--- src/rtl/alu_pkg.sv ---
package alu_pkg;
  localparam int DATA_W = 32;
  localparam int FUNC_W = 6;
  localparam int CLASS_W = 2;
  localparam int CODE_W = 3;

  typedef enum logic [CODE_W-1:0] {
    OP_AND = 3'b000,
    OP_OR  = 3'b001,
    OP_ADD = 3'b010,
    OP_SUB = 3'b110,
    OP_SLT = 3'b111
  } aluOp_e;

  // result source selection
  typedef enum logic [1:0] {
    SEL_AND = 2'b00,
    SEL_OR  = 2'b01,
    SEL_SUM = 2'b10,
    SEL_LT  = 2'b11
  } outSel_e;

  // strobes from control to datapath
  typedef struct packed {
    logic    negateB;
    outSel_e outSel;
  } aluStrobe_t;

  localparam logic [3:0] FN_ADD = 4'b0000;
  localparam logic [3:0] FN_SUB = 4'b0010;
  localparam logic [3:0] FN_AND = 4'b0100;
  localparam logic [3:0] FN_OR  = 4'b0101;
  localparam logic [3:0] FN_SLT = 4'b1010;
endpackage

--- src/rtl/alu_decode.sv ---
module alu_decode
  import alu_pkg::*;
#(
  parameter int FUNC_WIDTH = FUNC_W
) (
  input  logic [CLASS_W-1:0]    opClass,
  input  logic [FUNC_WIDTH-1:0] funcField,
  output logic [CODE_W-1:0]     aluCode,
  output aluStrobe_t            strobe
);
  aluOp_e opSel;
  logic [3:0] funcLow;

  assign funcLow = funcField[3:0];

  always_comb begin
    if (opClass == 2'b00) begin
      opSel = OP_ADD;
    end else if (opClass == 2'b01) begin
      opSel = OP_SUB;
    end else begin
      case (funcLow)
        FN_ADD:  opSel = OP_ADD;
        FN_SUB:  opSel = OP_SUB;
        FN_AND:  opSel = OP_AND;
        FN_OR:   opSel = OP_OR;
        FN_SLT:  opSel = OP_SLT;
        default: opSel = OP_ADD;
      endcase
    end
  end

  assign aluCode        = opSel;
  assign strobe.negateB = opSel[2];
  assign strobe.outSel  = outSel_e'(opSel[1:0]);

  always_comb begin
    if (opClass == 2'b00)
      p_class_mem_add_r2: assert (aluCode == 3'b010);
    if (opClass == 2'b01)
      p_class_branch_sub_r3: assert (aluCode == 3'b110);
    p_code_legal_r1: assert (aluCode == 3'b000 || aluCode == 3'b001 ||
                             aluCode == 3'b010 || aluCode == 3'b110 ||
                             aluCode == 3'b111);
  end
endmodule

--- src/rtl/alu_datapath.sv ---
module alu_datapath
  import alu_pkg::*;
#(
  parameter int WIDTH = DATA_W
) (
  input  aluStrobe_t       strobe,
  input  logic [WIDTH-1:0] opA,
  input  logic [WIDTH-1:0] opB,
  output logic [WIDTH-1:0] result,
  output logic             zero
);
  localparam int MSB = WIDTH - 1;

  logic [WIDTH-1:0] bOperand;
  logic [WIDTH-1:0] carryIn;
  logic [WIDTH-1:0] sum;
  logic [WIDTH-1:0] andVal;
  logic [WIDTH-1:0] orVal;
  logic             signDiffer;
  logic             lessThan;

  // per-bit logic slice
  for (genvar i = 0; i < WIDTH; i++) begin : g_logic
    assign andVal[i]   = opA[i] & opB[i];
    assign orVal[i]    = opA[i] | opB[i];
    assign bOperand[i] = opB[i] ^ strobe.negateB;
  end

  assign carryIn = {{(WIDTH-1){1'b0}}, strobe.negateB};
  assign sum     = opA + bOperand + carryIn;

  // signed compare: operand signs decide when they differ, so overflow
  // of the subtraction never corrupts the answer
  assign signDiffer = opA[MSB] ^ opB[MSB];
  assign lessThan   = signDiffer ? opA[MSB] : sum[MSB];

  always_comb begin
    case (strobe.outSel)
      SEL_AND: result = andVal;
      SEL_OR:  result = orVal;
      SEL_SUM: result = sum;
      default: result = {{(WIDTH-1){1'b0}}, lessThan};
    endcase
  end

  assign zero = ~|result;

  always_comb begin
    if (strobe.outSel == SEL_SUM && !strobe.negateB)
      p_add_inverse_r6: assert (result - opB == opA);
    if (strobe.outSel == SEL_SUM && strobe.negateB)
      p_sub_equal_zero_r9: assert (zero == (opA == opB));
    if (strobe.outSel == SEL_LT)
      p_slt_upper_clear_r8: assert (result[MSB:1] == '0);
    if (strobe.outSel == SEL_AND)
      p_and_subset_r7: assert ((result & ~opA) == '0);
  end
endmodule

--- src/rtl/twolevel_alu.sv ---
module twolevel_alu
  import alu_pkg::*;
(
  input  logic [1:0]  opClass,
  input  logic [5:0]  funcField,
  input  logic [31:0] opA,
  input  logic [31:0] opB,
  output logic [2:0]  aluCode,
  output logic [31:0] result,
  output logic        zero
);
  aluStrobe_t strobe;

  alu_decode #(.FUNC_WIDTH(FUNC_W)) u_dec (
    .opClass  (opClass),
    .funcField(funcField),
    .aluCode  (aluCode),
    .strobe   (strobe)
  );

  alu_datapath #(.WIDTH(DATA_W)) u_dp (
    .strobe(strobe),
    .opA   (opA),
    .opB   (opB),
    .result(result),
    .zero  (zero)
  );
endmodule

--- config.mk ---
export PLATFORM = sky130hd
export DESIGN_NAME = twolevel_alu
export DESIGN_NICKNAME = d
export VERILOG_FILES = /design/src/rtl/alu_pkg.sv /design/src/rtl/alu_decode.sv /design/src/rtl/alu_datapath.sv /design/src/rtl/twolevel_alu.sv
export SDC_FILE = /design/constraint.sdc
export NUM_CORES = 1
export LEC_CHECK = 0
export BUFFER_PORTS_ARGS = -buffer_cell sky130_fd_sc_hd__buf_4
export CAP_MARGIN = 20
export CORE_ASPECT_RATIO = 0.75
export CORE_MARGIN = 1.5
export CORE_UTILIZATION = 55
export DETAILED_ROUTE_END_ITERATION = 10
export GPL_ROUTABILITY_DRIVEN = 1
export PLACE_DENSITY = 0.94
export SYNTH_ARGS = -nofsm -noshare
export SYNTH_HDL_FRONTEND = slang
export SYNTH_SLANG_ARGS = --single-unit
--- constraint.sdc ---
create_clock -name vclk -period 5.2
set_input_delay 0.26 -clock vclk [all_inputs]
set_output_delay 0.26 -clock vclk [all_outputs]
set_load 0.005 [all_outputs]
=== Word level (Yosys, flattened, before mapping) ===
Index checks and enable logic that the tools add are counted.

* Register bits after elaboration: 0
* Latch bits: 0
* RAM bits: 0
* Memory bits (read-only): 0
* Input bits: 72
* Output and inout port bits: 36
* Memories kept: 0

* Add/sub/neg operators: 2
* Multiply operators: 0
* Div/mod/pow operators: 0
* Magnitude comparators: 0
* Equality and inequality tests: 7
* Shift operators: 0
* Multiplexer cells: 5
* Bitwise logic cells: 97
* Reductions and logical operators: 4

{| class="wikitable"
|+ Operator list
! kind !! number
|-
| $pmux W32 S3 || 1
|-
| $xor A1 B1 Y1 || 33
|-
| $add A32 B1 Y32 || 1
|-
| $add A32 B32 Y32 || 1
|-
| $and A1 B1 Y1 || 32
|-
| $or A1 B1 Y1 || 32
|-
| $reduce_or A32 Y1 || 1
|-
| $pmux W3 S4 || 1
|-
| $eq A4 B3 Y1 const B || 2
|-
| $mux W3 || 2
|-
| $eq A2 B1 Y1 const B || 2
|-
| $eq A4 B2 Y1 const B || 1
|-
| $eq A4 B4 Y1 const B || 1
|-
| $logic_not A2 Y1 || 2
|-
| $eq A2 B2 Y1 const B || 1
|-
| $logic_not A1 Y1 || 1
|-
| $mux W1 || 1
|}

=== Depth between registers and ports, before layout ===
Gate-level depths: netlist (run 1).

* Depth after elaboration: 11
* Depth in mapped cells: 17
* Mapped depth without buffers: 15

=== Hierarchy ===
From an unflattened synthesis (run 1), not the netlist that was laid out.

* Cells, all modules: 463
* Area total of the unflattened synthesis: 3235.6 µm²

{| class="wikitable"
|+ Modules (own cells, without submodules)
! module !! instances !! cells an instance !! area each (µm²) !! seq. area each (µm²)
|-
| alu_datapath || 1 || 454 || 3156.8 || 0.0
|-
| alu_decode || 1 || 9 || 78.8 || 0.0
|}

=== Worst setup path after synthesis (run 1) ===
OpenSTA, ideal clock, no wires.

* Path type: input port to output port
* Start: input opClass[1]
* End: output zero
* Arrival: 3.993 ns
* Path slack: 0.947 ns
* Stages: 16
* Path buffers: 2
* Cell sequence: buf_4 > and4bb_1 > nor2_1 > clkbuf_1 > xnor2_1 > ha_1 > a211oi_1 > nor2_1 > o21a_1 > or3_1 > a211o_1 > a21oi_1 > xor2_1 > o21ai_0 > or2_2 > nor4_2

* Elaborated cells between the ends (all ways): 45
* Classes of those cells: add/sub (2); eq/ne (3); mux (4); bitwise (32); reduce/logical (4)

{| class="wikitable"
|+ RTL lines
! what !! RTL line !! text
|-
| start: declaration || twolevel_alu.sv:4 || <nowiki>input logic [1:0] opClass,</nowiki>
|-
| $eq A2 B1 Y1 || alu_decode.sv:19 || <nowiki>end else if (opClass == 2'b01) begin</nowiki>
|-
| $mux W3 || alu_decode.sv:19 ||
|-
| $mux W3 (*) || alu_decode.sv:17 || <nowiki>if (opClass == 2'b00) begin</nowiki>
|-
| $xor A1 B1 Y1 || alu_datapath.sv:26 || <nowiki>assign bOperand[i] = opB[i] ^ strobe.negateB;</nowiki>
|-
| $add A32 B32 Y32 || alu_datapath.sv:30 || <nowiki>assign sum = opA + bOperand + carryIn;</nowiki>
|-
| $add A32 B1 Y32 || alu_datapath.sv:30 ||
|-
| $pmux W32 S3 (*) || alu_datapath.sv:38 || <nowiki>case (strobe.outSel)</nowiki>
|-
| via result[28] || twolevel_alu.sv:9 || <nowiki>output logic [31:0] result,</nowiki>
|-
| $reduce_or A32 Y1 (*) || alu_datapath.sv:46 || <nowiki>assign zero = ~|result;</nowiki>
|-
| $logic_not A1 Y1 (*) || alu_datapath.sv:46 ||
|-
| end: declaration || twolevel_alu.sv:10 || <nowiki>output logic zero</nowiki>
|}

Mark *: on every way through the listed nets, which the timed path passes. The rest lies on a longest branch.

=== Final worst setup path (run 1) ===
* Start: input opClass[1]
* End: output zero

* Word-level cells in the longest chain between the ends: 10
* Elaborated cells between the ends (all ways): 45
* Classes of those cells: add/sub (2); eq/ne (3); mux (4); bitwise (32); reduce/logical (4)

{| class="wikitable"
|+ RTL lines
! what !! RTL line !! text
|-
| $eq A2 B1 Y1 || alu_decode.sv:19 ||
|-
| $mux W3 || alu_decode.sv:19 ||
|-
| $mux W3 (*) || alu_decode.sv:17 ||
|-
| $xor A1 B1 Y1 || alu_datapath.sv:26 ||
|-
| $add A32 B32 Y32 || alu_datapath.sv:30 ||
|-
| $add A32 B1 Y32 || alu_datapath.sv:30 ||
|-
| $mux W1 || alu_datapath.sv:35 || <nowiki>assign lessThan = signDiffer ? opA[MSB] : sum[MSB];</nowiki>
|-
| $pmux W32 S3 (*) || alu_datapath.sv:38 ||
|-
| $reduce_or A32 Y1 (*) || alu_datapath.sv:46 ||
|-
| $logic_not A1 Y1 (*) || alu_datapath.sv:46 ||
|}

Every way passes the cells marked *; elsewhere a longest branch is shown, timed or not.

==> run metrics, run 1 <==
outcome=finished clean; Placer Congestion=0.992; maxcap violations=0; startpoint types=primary input; Core ar.=~0.0058 mm^2; first-pass GRT wire length=18700 um; Setup-failing EPs final=0; Synth Instances=~480; largest fanout on the critical path=18; I/O pin count=approximately 110; synth unique cells=63; normalized max-slew margin=a little under half; initial antenna violation count=0; DR iter-0 viols=between 400 and 500; Synth Cell Area=0.00329 mm^2; die width=slightly above 90 um; slack of the critical path=0.443 ns; # clk buffers=0; grt ovf=0; hold buffer count at CTS=0; sequential cells=0; Fmax=between 200 and 250 MHz; Nets=approximately 680; setup TNS=0 ns; layout cell share with drive strength beyond 1=between 20% and 30%; unrepaired setup endpoints after global routing=false; # placed instances=between 600 and 700; WL final=about 12000 um; final hold violations=0; Critical Path AT=4.50 ns; Post-route DRC=0; commonest non-fill, non-tap cells in the layout=buf_4, nand2_1, a21oi_1, xnor2_1, ha_1; Peak supply drop=~0.14 mV; Vert. Die Dim=70.0 um; std cell rows=24; final worst path period need=roughly 4.8 ns; total track usage=a little over a third; pin count of the biggest net entering global routing=23; ANT nets after route=0; YS warnings=0; Post-Syn Nets=slightly below 600; effective utilization at floorplan=between 50% and 60%; post-CTS setup buffer count=0; critical path type=primary input to output port; Crit path required time=between 4 and 5 ns; fin. max-slew vios=0; Hold Path Class=primary input to output port; Die ar.=roughly 0.0065 mm^2; total number of vias=4317; DP HPWL=between 9000 and 10000 um; placed cell areas=0.00414 mm^2; crit share post-route=91.5%; Syn Area/Cell=6.86 um^2; ANT cells=0; worst slew pin tran=~0.79 ns; commonest non-fill, non-tap cell in the layout=buf_4; Finished Layout Cells=approximately 650; Resized cells post-CTS=0; PortBufs=around 110; power density cells=201 mW/mm^2; Design Area, Final=just over 0.004 mm^2; DR vias/cell=6.66; Pleak=1.79 nW; vias in the first global route=4053; register area share after synthesis=0%; area delta synth->final=25.9%; drt first pass iters=7; Hold Slack=just over 0.9 ns; worst slack at placement=~0.62 ns; Routed WL per cell=18.1 um; CP Capture Type=output port; register area=0 um^2
metal layers:
| layer | track usage, % | vias to the layer above | wire [um] |
|---|---|---|---|
| met5 | 0 | - | 0 |
| met4 | 7.01 | 0 | 126 |
| met1 | 48.1 | 1936 | 4830 |
| li1 | - | 1992 | - |
| met2 | 57.4 | 351 | 5090 |
| met3 | 5.66 | 38 | 1680 |
synthesized netlist by cell type (all sizes together) (2+ instances only):
cell / instances / share of area, %
nor2: 26 / 3.0
and4: 2 / 0.53
buf: 6 / 1.3
a22o: 3 / 0.80
and2: 4 / 0.76
nand2b: 3 / 0.57
nor4: 6 / 1.3
o311ai: 3 / 0.80
o21a: 9 / 2.1
nand3b: 3 / 0.69
o21ai: 38 / 5.8
o31a: 3 / 0.80
a211o: 4 / 1.1
o211ai: 7 / 1.6
ha: 38 / 14
nand4: 15 / 2.9
a21oi: 48 / 7.3
o31ai: 4 / 0.91
nand4b: 2 / 0.53
a311oi: 3 / 0.99
o2111a: 2 / 0.69
nor2b: 3 / 0.57
o22ai: 5 / 0.95
maj3: 27 / 8.3
clkbuf: 16 / 1.8
and4bb: 2 / 0.76
o41ai: 2 / 0.53
a22oi: 2 / 0.46
o21bai: 6 / 1.4
or3: 5 / 0.95
and3: 2 / 0.38
xor2: 10 / 2.7
a221oi: 3 / 0.80
nor3: 13 / 2.1
a21o: 13 / 3.0
a211oi: 6 / 1.4
nand3: 8 / 1.2
xnor2: 43 / 11
nand2: 49 / 5.6
mux2i: 2 / 0.61
inv: 17 / 1.9
or2: 3 / 0.57
area by class of cell:
cell class | count | area [um^2]
tap | 78 | 97.6
timing repair buffer | 113 | 848
inverter | 18 | 67.6
multi-input combinational | 439 | 3130
fill | 483 | 1660
critical path: stages:
cell,delay [ns]
buf_4,0.14
and4bb_1,0.25
nor2_4,0.13
buf_4,0.32
xnor2_1,0.11
ha_1,0.40
a21oi_1,0.30
o21ai_0,0.22
a221oi_1,0.32
o31a_1,0.36
xnor2_1,0.14
a221oi_1,0.27
nand4b_1,0.17
nor4_1,0.41
nand4b_1,0.17
nor4_2,0.32
buf_4,0.17
path summary, 6_finish.rpt:
path	cells after the start	slack, ns	to	from
hold / removal	4	0.93	aluCode[0]	opClass[1]
setup / recovery	17	0.44	zero	opClass[1]
where the power goes:
group | switching (mW) | internal, mW | leakage, nW
combinational | 0.449 | 0.385 | 1.79
sequential | 0 | 0 | 0
clock | 0 | 0 | 0
metrics by stage:
stage | utilization [%] | total power [mW]
2_1_floorplan | - | 0.496
3_3_place_gp | 71.4 | 0.779
3_5_place_dp | 71.4 | 0.802
4_1_cts | 71.4 | 0.807
5_1_grt | 71.4 | 0.892
6_report | 71.4 | 0.834
cell families after synthesis:
logic type	count (synthesis)	synth area share (%)
AOI/OAI and AO/OA	168	33.2
and+or+nand+nor	149	23.3
adders and majority gates	66	23.3
xor gates and xnor gates	53	14.1
buffers and inverters	40	5.14
muxes	3	0.952
Power figures use the tool's default switching activity.
==> run 2, diff against run 1 <==
- CORE_UTILIZATION: 55 -> 54
- PLACE_DENSITY: 0.94 -> 0.93
- SYNTH_HIERARCHICAL: not set -> 1
==> run 2 against run 1 <==
  * Count of clock-buffer cells in the layout did not move
  * First-iteration DRC count down 21%
  * Critical endpoint unchanged
  * Core utilization shrank 1.3 points
  * Non-clock buffer count up 4
  * Via count shrank 2.9%
  * Setup slack worse by 0.061 ns
  * Total power is 4.3% lower
  * Highest routed layer unchanged
  * Wire length is 4.9% lower
  * Sequential share of layout area is the same
  * Global-route usage fell by 1.6 points
==> run metrics, run 2 <==
Synth Area in XOR/XNOR=12.5% (-1.7 points); register area share after synthesis=0% (unchanged); CP Capture Type=output port; Post-Syn Nets=572 (-3.1%); commonest non-fill, non-tap cells in the layout=buf_4, a21oi_1, nand2_1, xor2_1, ha_1; layout cell share with drive strength beyond 1=23.7% (+2.0 points); simple-gate share of the synthesized area=23.6% (+0.33 points); first-pass GRT wire length=18000 um (-3.7%); largest fanout on the critical path=19 (+1); final worst path period need=4.82 ns (+0.0611 ns); Routed WL per cell=17.6 um (-2.8%); total number of vias=4193 (-2.9%); Fmax=208 MHz (-1.3%); PortBufs=106 (unchanged); normalized max-slew margin=56.8% (+9.4 points); I/O pin count=108 (unchanged); fin. max-slew vios=0 (unchanged); Synth Instances=463 (-3.3%); Setup crit start=funcField[1]; DP HPWL=9040 um (-4.0%); Critical Path Slowest Stage Cell=o21ai_1; Synth Area in Compound Gates=36.5% (+3.3 points); synth cell count leaders=a21oi_1, nand2_1, xor2_1, ha_1, o21ai_0; grt ovf=0 (unchanged); # placed instances=634 (-2.2%); ANT cells=0 (unchanged); Worst Min Path Start=opA[1]; fill count=505 (+4.6%); vias in the first global route=3675 (-9.3%); crit share post-route=92.7% (+1.2 points); Yosys top cell area share=13.9% (-0.54 points); Die ar.=0.00647 mm^2 (+0.25%); sequential cells=0 (unchanged); area delta synth->final=25.6%; effective utilization at floorplan=55.8% (-0.89 points); Setup-failing EPs final=0 (unchanged); count leader, synth=a21oi_1; outcome=finished clean; CP cell instances=buf_4, nor3b_2, mux2_4, xor2_1, ha_1, a21oi_1, o22ai_1, o21ai_1, a31oi_2, buf_4, a311oi_1, o311ai_0, nor4_1, nand3_1, nor4bb_1, buf_4; main combinational cell family by area after synthesis=compound AO/OA/AOI/OAI gates; Crit path required time=4.94 ns (about the same); post-synth top area cell=ha_1; Buf/Inv on CP=3 (unchanged); Core ar.=0.00580 mm^2 (unchanged); ANT nets after route=0 (unchanged); commonest non-fill, non-tap cell in the layout=buf_4; top area cells in the synthesized netlist=ha_1, xor2_1, a21oi_1; unrepaired setup endpoints after global routing=false; std cell rows=24 (unchanged); power density cells=196 mW/mm^2 (-2.5%); pin count of the biggest net entering global routing=26 (+13%); cell family with most CP delay=compound AO/OA/AOI/OAI gates; worst slew pin tran=0.640 ns (-0.150 ns); register area=0 um^2 (unchanged); Peak supply drop=0.0973 mV (-29%); DR iter-0 viols=393 (-21%); Post-route DRC=0 (unchanged); post-CTS setup buffer count=0 (unchanged); multi-input logic area=0.00303 mm^2 (-3.0%); Critical Path AT=4.56 ns (+0.06 ns); Synth Cell Area=0.00324 mm^2 (-1.6%); DR vias/cell=6.61 (-0.73%); Vert. Die Dim=70.0 um (+0.12%); Nets=667 (-2.3%); YS warnings=6 (+6); fin util=70.1% (-1.3 points); adder-cell area share of the yosys netlist=19.8% (-3.5 points); Syn Area/Cell=6.99 um^2 (+1.8%); synth unique cells=75 (+19%); Hold Path Class=primary input to output port; # clk buffers=0 (unchanged); crit-path max cell delay=0.54 ns (+0.13 ns); total track usage=33.4% (-1.6 points); setup TNS=0 ns (unchanged); initial antenna violation count=0 (unchanged); most used cell, CP=buf_4; multiplexer share of the synthesized area=0.967% (+0.015 points); die width=92.4 um (+0.12%); startpoint types=primary input; final hold violations=0 (unchanged); critical path type=primary input to output port; maxcap violations=0 (unchanged); drt first pass iters=5 (-2); WL final=11200 um (-4.9%); Pleak=1.87 nW (+4.5%); Placer Congestion=0.993 (+0.16%); Finished Layout Cells=634 (-2.2%)
## run 2: cells by family (layout without fill, tap and decap cells)
group           count (synthesis)  after routing
compound gates                176            176
xor+xnor                       46             46
fa+ha+maj                      54             54
buf+inv                        39            132
mux                             3              3
simple gates                  145            145
## run 2: path summary, 6_finish.rpt
path         to  cells after the start
max        zero                     16
min   result[1]                      4
## run 2: worst min-delay path: stages
cell	delay [ns]
buf_4	0.12
o21ai_0	0.06
a21oi_1	0.08
buf_4	0.13
## run 2: metal layers
metal  GRT usage [%]  share of wire, %  vias to the layer above
met3            3.05               9.7                       20
met5               0                 0                        -
met2            52.6                44                      247
met4            4.44               1.3                        0
li1                -                 -                     1975
met1            49.9                45                     1951
## run 2: repair_timing
item | in CTS | in global routing
resized for setup | 0 | 2
hold buffers | 0 | 0
endpoints found under the setup margin | 0 | 1
## run 2: stage by stage
stage / hold WS (ns) / instance area (um^2) / total power [mW] / worst slack (ns)
3_3_place_gp: 0.914 / 4050 / 0.755 / 0.388
4_1_cts: 0.917 / 4050 / 0.775 / 0.221
6_report: 0.916 / 4060 / 0.798 / 0.381
2_1_floorplan: 0.572 / 3240 / 0.474 / 0.592
3_5_place_dp: 0.913 / 4050 / 0.771 / 0.228
5_1_grt: 0.935 / 4060 / 0.857 / 0.00151
## run 2: final cells by class
| type | instances | area share (%) |
|---|---|---|
| inverter | 15 | 1.39 |
| multi-input combinational | 424 | 74.6 |
| tap | 78 | 2.40 |
| timing repair buffer | 117 | 21.6 |
## run 2: power by group
part | leakage [nW] | internal, mW | switching (mW)
registers | 0 | 0 | 0
clock network | 0 | 0 | 0
logic | 1.87 | 0.370 | 0.428
